`config.mk`:
```
export PLATFORM = sky130hd
export DESIGN_NAME = hazard_stall_counter
export DESIGN_NICKNAME = d
export VERILOG_FILES = /design/src/rtl/hsc_pkg.sv /design/src/rtl/hsc_hazard.sv /design/src/rtl/hsc_sat_cnt.sv /design/src/rtl/hazard_stall_counter.sv
export SDC_FILE = /design/constraint.sdc
export NUM_CORES = 1
export LEC_CHECK = 0
export BUFFER_PORTS_ARGS = -buffer_cell sky130_fd_sc_hd__buf_2
export CAP_MARGIN = 10
export CORE_ASPECT_RATIO = 0.8
export CORE_UTILIZATION = 54
export CTS_CLUSTER_DIAMETER = 50
export CTS_CLUSTER_SIZE = 16
export DETAILED_ROUTE_END_ITERATION = 10
export HOLD_SLACK_MARGIN = 0.06
export PLACE_DENSITY = 0.9
export SYNTH_ARGS = -nofsm -noshare
export SYNTH_HDL_FRONTEND = slang
export SYNTH_SLANG_ARGS = --single-unit
```
`constraint.sdc`:
```
create_clock -name clk -period 5.6 [get_ports clk]
set_input_delay 1.68 -clock clk [delete_from_list [all_inputs] [get_ports clk]]
set_output_delay 1.68 -clock clk [all_outputs]
set_load 0.01 [all_outputs]
```
`src/rtl/hsc_pkg.sv`:
```
`timescale 1ns/1ps
// Shared class encoding and sizing for the hazard stall counter.
// Assumes the class field is three bits wide; codes 6 and 7 are unused.
package hsc_pkg;
    localparam int NUM_REGS = 16;
    localparam int REG_W    = $clog2(NUM_REGS);
    localparam int CLASS_W  = 3;
    localparam int INC_W    = 3;   // widest increment is 4
    localparam int NUM_CNT  = 4;

    typedef enum logic [CLASS_W-1:0] {
        CLS_EXEC  = 3'd0,
        CLS_CMP   = 3'd1,
        CLS_MAC   = 3'd2,
        CLS_CTI   = 3'd3,
        CLS_LOAD  = 3'd4,
        CLS_STORE = 3'd5
    } hsc_class_e;
endpackage

```
`src/rtl/hsc_hazard.sv`:
```
`timescale 1ns/1ps
// Holds a one-instruction pending-load record and reports how many
// source operands of the current descriptor read a pending register.
// Assumes one descriptor per cycle at most; clear takes priority.
module hsc_hazard
    import hsc_pkg::*;
#(
    parameter int NREG = NUM_REGS,
    localparam int RW  = $clog2(NREG)
) (
    input  logic               clk,
    input  logic               rst_n,
    input  logic               clear,
    input  logic               ins_valid,
    input  logic [CLASS_W-1:0] ins_class,
    input  logic [RW-1:0]      src_a,
    input  logic               src_a_vld,
    input  logic [RW-1:0]      src_b,
    input  logic               src_b_vld,
    input  logic [RW-1:0]      dst,
    output logic [1:0]         hit_cnt
);
    logic [NREG-1:0] pend_q;
    logic            chk_a, chk_b, hit_a, hit_b;
    logic            is_alu;

    // Decide which operands take part in the load-use check.
    always_comb begin
        is_alu = (ins_class == CLS_EXEC) || (ins_class == CLS_CMP) ||
                 (ins_class == CLS_MAC);
        chk_a  = ins_valid && src_a_vld && (is_alu || ins_class == CLS_CTI);
        chk_b  = ins_valid && src_b_vld && is_alu;
        hit_a  = chk_a && pend_q[src_a];
        hit_b  = chk_b && pend_q[src_b];
        hit_cnt = {1'b0, hit_a} + {1'b0, hit_b};
    end

    // Replace the pending record with each valid descriptor.
    always_ff @(posedge clk) begin
        if (!rst_n || clear) begin
            pend_q <= '0;
        end else if (ins_valid) begin
            pend_q <= (ins_class == CLS_LOAD) ? (NREG'(1) << dst) : '0;
        end
    end


    pend_onehot_chk: assert property (@(posedge clk) disable iff (!rst_n)
        $onehot0(pend_q));


    invalid_src_chk: assert property (@(posedge clk) disable iff (!rst_n)
        (hit_cnt == 2'd2) |-> (src_a_vld && src_b_vld));


    idle_hold_chk: assert property (@(posedge clk) disable iff (!rst_n)
        (!ins_valid && !clear) |=> $stable(pend_q));
endmodule

```
`src/rtl/hsc_sat_cnt.sv`:
```
`timescale 1ns/1ps
// Saturating accumulator: adds a small increment each cycle and sticks
// at all ones. Assumes W is at least the increment width.
module hsc_sat_cnt #(
    parameter int W  = 32,
    parameter int IW = 3
) (
    input  logic          clk,
    input  logic          rst_n,
    input  logic          clr,
    input  logic [IW-1:0] inc,
    output logic [W-1:0]  cnt
);
    localparam logic [W-1:0] MAX_V = '1;
    logic [W:0] sum;

    // Form the widened sum so a carry-out marks overflow.
    always_comb sum = {1'b0, cnt} + (W+1)'(inc);

    // Accumulate with saturation; reset and clear zero the count.
    always_ff @(posedge clk) begin
        if (!rst_n || clr) cnt <= '0;
        else if (sum[W])   cnt <= MAX_V;
        else               cnt <= sum[W-1:0];
    end


    never_wrap_chk: assert property (@(posedge clk) disable iff (!rst_n)
        !$past(clr) |-> (cnt >= $past(cnt)));


    stick_max_chk: assert property (@(posedge clk) disable iff (!rst_n)
        (cnt == MAX_V && !clr) |=> (cnt == MAX_V));


    clear_zero_chk: assert property (@(posedge clk) disable iff (!rst_n)
        clr |=> (cnt == '0));
endmodule

```
`src/rtl/hazard_stall_counter.sv`:
```
`timescale 1ns/1ps
// Hazard stall accounting for an in-order core: load-use and taken-branch
// penalty cycles plus taken / not-taken counts. Assumes descriptors arrive
// at most one per cycle, already decoded.
module hazard_stall_counter
    import hsc_pkg::*;
#(
    parameter int CNT_W = 32
) (
    input  logic               clk,
    input  logic               rst_n,
    input  logic               clear,
    input  logic               ins_valid,
    input  logic [CLASS_W-1:0] ins_class,
    input  logic [REG_W-1:0]   src_a,
    input  logic               src_a_vld,
    input  logic [REG_W-1:0]   src_b,
    input  logic               src_b_vld,
    input  logic [REG_W-1:0]   dst,
    input  logic               br_taken,
    output logic [CNT_W-1:0]   load_stall_cnt,
    output logic [CNT_W-1:0]   branch_stall_cnt,
    output logic [CNT_W-1:0]   taken_cnt,
    output logic [CNT_W-1:0]   not_taken_cnt
);
    localparam logic [CNT_W-1:0] CNT_MAX = '1;
    localparam logic [INC_W-1:0] PENALTY = INC_W'(2);

    logic [1:0]       hit_cnt;
    logic             is_cti;
    logic [INC_W-1:0] inc_vec [NUM_CNT];
    logic [CNT_W-1:0] cnt_vec [NUM_CNT];

    hsc_hazard #(.NREG(NUM_REGS)) u_hazard (
        .clk       (clk),
        .rst_n     (rst_n),
        .clear     (clear),
        .ins_valid (ins_valid),
        .ins_class (ins_class),
        .src_a     (src_a),
        .src_a_vld (src_a_vld),
        .src_b     (src_b),
        .src_b_vld (src_b_vld),
        .dst       (dst),
        .hit_cnt   (hit_cnt)
    );

    // Build the per-counter increments for this descriptor.
    always_comb begin
        is_cti     = ins_valid && (ins_class == CLS_CTI);
        inc_vec[0] = INC_W'(hit_cnt) * PENALTY;
        inc_vec[1] = (is_cti && br_taken) ? PENALTY : '0;
        inc_vec[2] = INC_W'(is_cti && br_taken);
        inc_vec[3] = INC_W'(is_cti && !br_taken);
    end

    for (genvar i = 0; i < NUM_CNT; i++) begin : g_cnt
        hsc_sat_cnt #(.W(CNT_W), .IW(INC_W)) u_cnt (
            .clk   (clk),
            .rst_n (rst_n),
            .clr   (clear),
            .inc   (inc_vec[i]),
            .cnt   (cnt_vec[i])
        );
    end

    assign load_stall_cnt   = cnt_vec[0];
    assign branch_stall_cnt = cnt_vec[1];
    assign taken_cnt        = cnt_vec[2];
    assign not_taken_cnt    = cnt_vec[3];


    non_cti_branch_chk: assert property (@(posedge clk) disable iff (!rst_n)
        (!clear && !(ins_valid && ins_class == CLS_CTI)) |=>
            ($stable(taken_cnt) && $stable(not_taken_cnt) && $stable(branch_stall_cnt)));


    taken_step_chk: assert property (@(posedge clk) disable iff (!rst_n)
        (!clear && ins_valid && ins_class == CLS_CTI && br_taken && taken_cnt != CNT_MAX)
            |=> (taken_cnt == $past(taken_cnt) + CNT_W'(1)) && $stable(not_taken_cnt));


    store_free_chk: assert property (@(posedge clk) disable iff (!rst_n)
        (!clear && ins_valid && ins_class == CLS_STORE) |=> $stable(load_stall_cnt));
endmodule

```
==> run_results.csv <==
group,metric,value,unit
worst_setup_path,end_kind,"flip-flop",
placement,dp_slack,313,ps
worst_setup_path,cp_slowest_stage_delay,590,ps
worst_setup_path,rr_worst_depth,10,
yosys,muxShareOfSynthArea,3.51,%
drt,vias,6301,
timing,min_period,4950,ps
timing,tightestPinTransition,1030,ps
finish,utilization,69.1,%
pwr,p_leak,3.19,nW
timing,clock_skew,11.5,ps
clocking,cts_buffer_depth,2,
timing,timing.fmax,0.202,GHz
timing,rsz0062_at_grt,"no",
finish,drive_above_1_share,23.1,%
placement,gp_congestion,0.922,
clocking,postCtsSetupBuffers,0,
clocking,cts_buffers,17,
yosys,syn_area,6700,um^2
global_routing,grt_max_degree,85,
timing,maxSlewViolCount,0,
global_routing,grt_pass1_vias,5682,
worst_setup_path,worstPathMaxFanout,27,
clocking,clkSinkCount,144,
yosys,synth_xor_area_share,12.6,%
drt,viasPerCell,5.98,
yosys,ys_types,53,
hold_path,hold_depth,2,
yosys,async_flop_share,0,%
yosys,synthTopCellsByArea,"dfxtp_1 (43%), xor2_1 (8.6%), a21oi_1 (8.3%), xnor2_1 (3.9%), nand3_1 (3.5%)",
floorplanning,core_area,11800,um^2
floorplanning,num_rows,35,
worst_setup_path,crit_path_start_kind,"primary input",
timing,setup_violations,0,
drt,routed_wl,16.8,mm
yosys,synth_top_cell_area_share,43.0,%
drt,drtAntennaViolNets,0,
worst_setup_path,cp_cell_sequence,"buf_2, mux4_2, mux4_2, and4_1, ha_1, ha_1, a21o_1, or2b_1, or3_4, or2_1, a21oi_1",
worst_setup_path,required,5920,ps
timing,period_share,88.4,%
drt,drtIter0Drc,445,
floorplanning,dieArea,12900,um^2
yosys,synth.ff_latch_count,144,
yosys,netlist_instances,749,
worst_setup_path,arrival,5270,ps
worst_setup_path,crit_buf_inv,1,
timing,fin_tns_setup,0,ps
drt,wl_per_cell,16.0,um
yosys,syn_nets,781,
yosys,synthAdderAreaFrac,1.98,%
yosys,yosys_warnings,0,
floorplanning,io_pins,150,
finish,fin_nets,925,
job,maxCapViolCount,0,
pwr,ir_drop,202,uV
finish,fill_cells,913,
yosys,synth_area_leader_cell,"dfxtp_1",
clocking,ctsHoldBuffers,0,
clocking,cts.clk_slew.worst_paths,60,ps
placement,post-dp-hpwl,11.5,mm
worst_setup_path,r2r_end,"g_cnt[0].u_cnt.cnt[1]$_SDFF_PP0_",
yosys,syn_avg_cell_area,8.94,um^2
floorplanning,dieWidth,127,um
global_routing,grt_overflow_total,0,
yosys,synth_top_family_by_area,"simple AND/OR/NAND/NOR gates",
worst_setup_path,rrSetupSlack,1770,ps
hold_path,hold_class,"flip-flop to flip-flop",
hold_path,hold_start,"g_cnt[0].u_cnt.cnt[0]$_SDFFE_PP0P_",
yosys,yosysSeqAreaShare,43.0,%
global_routing,antenna_found_initial,0,
yosys,synth_compound_area_share,13.1,%
floorplanning,die_h,102,um
worst_setup_path,cpMaxStageDelayCell,"or2_1",
drt,detailedRoute.firstPassIterationCount,5,
worst_setup_path,critPathTopFamily,"simple AND/OR/NAND/NOR gates",
clocking,cts_tree,"done",
pwr,power.density,271,nW/um^2
yosys,synth_edf_count,0,
worst_setup_path,path_class,"primary input to flip-flop",
timing,final_hold_viol_count,0,
clocking,cts-resized-gates,0,
global_routing,grt_first_pass_wirelength,27.4,mm
finish,antenna_cells,0,
yosys,yosys.area_share.simple,22.2,%
drt,drc,0,
clocking,htree_levels,4,
clocking,clk_latency,420,ps
finish,syn_to_final_growth,21.6,%
yosys,ys.flop_type,"dfxtp_1",
clocking,clock-root-buffer,"clkbuf_16",
worst_setup_path,r2r_start,"u_hazard.pend_q[12]$_SDFFE_PP0P_",
placement,io_buffers,149,
global_routing,grt_use_total,26.6,%
hold_path,hold_end,"g_cnt[0].u_cnt.cnt[0]$_SDFFE_PP0P_",
timing,timing.final.ws_setup,649,ps
floorplanning,start_util,56.9,%
outcome,status,"finished clean",
timing,relSlewSlack,31.1,%
cell families after synthesis:
kind of cell,count (synthesis)
DFF,144
buffers and inverters,55
AOI/OAI and AO/OA,154
xor gates and xnor gates,96
and+or+nand+nor,279
adders and majority gates,10
muxes,11
per-layer routing:
layer / GRT usage (%) / part of all wire, % / vias to the layer above
met1: 35.3 / 44 / 3001
met5: 0 / 0 / -
met2: 42.9 / 47 / 262
met4: 9.27 / 1.8 / 0
met3: 6.23 / 7.4 / 37
li1: - / - / 3001
through the flow:
stage	std cells	cell area, um^2	power [mW]	hold slack, ps
6_report	1053	8150	2.21	441
4_1_cts	1053	8150	2.22	445
2_1_floorplan	749	6700	1.07	426
3_3_place_gp	1022	7550	1.09	433
3_5_place_dp	1022	7550	1.09	436
5_1_grt	1053	8150	2.27	471
layout by cell type (no fill, tap or decap), drive strengths merged, types with 2 or more instances in the layout:
cell      netlist  final
nand2b          4      4
nand4          37     37
clkinv          1      6
nor2           49     49
xnor2          30     30
and4            9      9
o21bai          2      2
a311oi          4      4
a31o            2      2
a31oi           7      7
nand3          47     47
nor3           21     21
a22oi          12     12
buf             9    161
a21oi         111    111
clkbuf         27     18
xor2           66     66
inv            18     20
clkinvlp        0      3
nand2          51     51
a32oi           4      4
mux4           10     10
o21ai           3      3
bufinv          0      3
and3           25     25
nor4           10     10
and4b           3      3
and2            5      5
a211oi          6      6
ha              9      9
nor3b           5      5
nor2b           2      2
or3             2      2
or2             2      2
dfxtp         144    144
nor4b           2      2
flip-flops by register name, summed over array words and instances, names as in the netlist:
register,flops
g_cnt.u_cnt.cnt,128
u_hazard.pend_q,16
worst min-delay path, delay by kind of cell, from the launching register on:
kind	cells	cell delay, ps
flops	1	300
buf+inv	1	40
compound gates	1	50
how the worst max path moves through the flow:
stage                                   endpoint  slack, ps  depth (start not counted)     start
5_1_grt        g_cnt[0].u_cnt.cnt[14]$_SDFF_PP0_        460                         11  src_b[0]
3_5_place_dp    g_cnt[0].u_cnt.cnt[1]$_SDFF_PP0_        310                         11  src_b[0]
2_1_floorplan  g_cnt[0].u_cnt.cnt[31]$_SDFF_PP0_        900                         12  src_b[0]
3_3_place_gp    g_cnt[0].u_cnt.cnt[1]$_SDFF_PP0_        410                         11  src_b[0]
4_1_cts         g_cnt[0].u_cnt.cnt[1]$_SDFF_PP0_        670                         11  src_b[0]
6_report        g_cnt[0].u_cnt.cnt[1]$_SDFF_PP0_        650                         11  src_b[0]
where the power goes:
group          total (mW)  switching (mW)  internal [mW]
Clock                1.14           0.440          0.699
Sequential           1.02        0.000240           1.02
Combinational      0.0428          0.0302         0.0125
Total                2.21           0.471           1.74
cells in the mapped netlist (7+ instances only):
library cell	number
a21oi_1	111
a22oi_1	12
a31oi_1	7
and3_1	24
and4_1	9
clkbuf_1	27
dfxtp_1	144
ha_1	9
inv_1	18
mux4_2	10
nand2_1	51
nand3_1	47
nand4_1	36
nor2_1	49
nor3_1	21
nor4_1	9
xnor2_1	30
xor2_1	66
cell type report:
| type | instances | area, um^2 | share of cell area, % |
|---|---|---|---|
| multi-input cells | 550 | 3580 | 43.9 |
| flip-flops and latches | 144 | 2880 | 35.4 |
| repair buffers | 161 | 836 | 10.3 |
| clock buffers | 18 | 429 | 5.27 |
| well taps | 148 | 185 | 2.27 |
| clock inverters | 13 | 163 | 2.00 |
| inverters | 19 | 71.3 | 0.876 |
No activity file was read; power rests on OpenSTA's default activity.
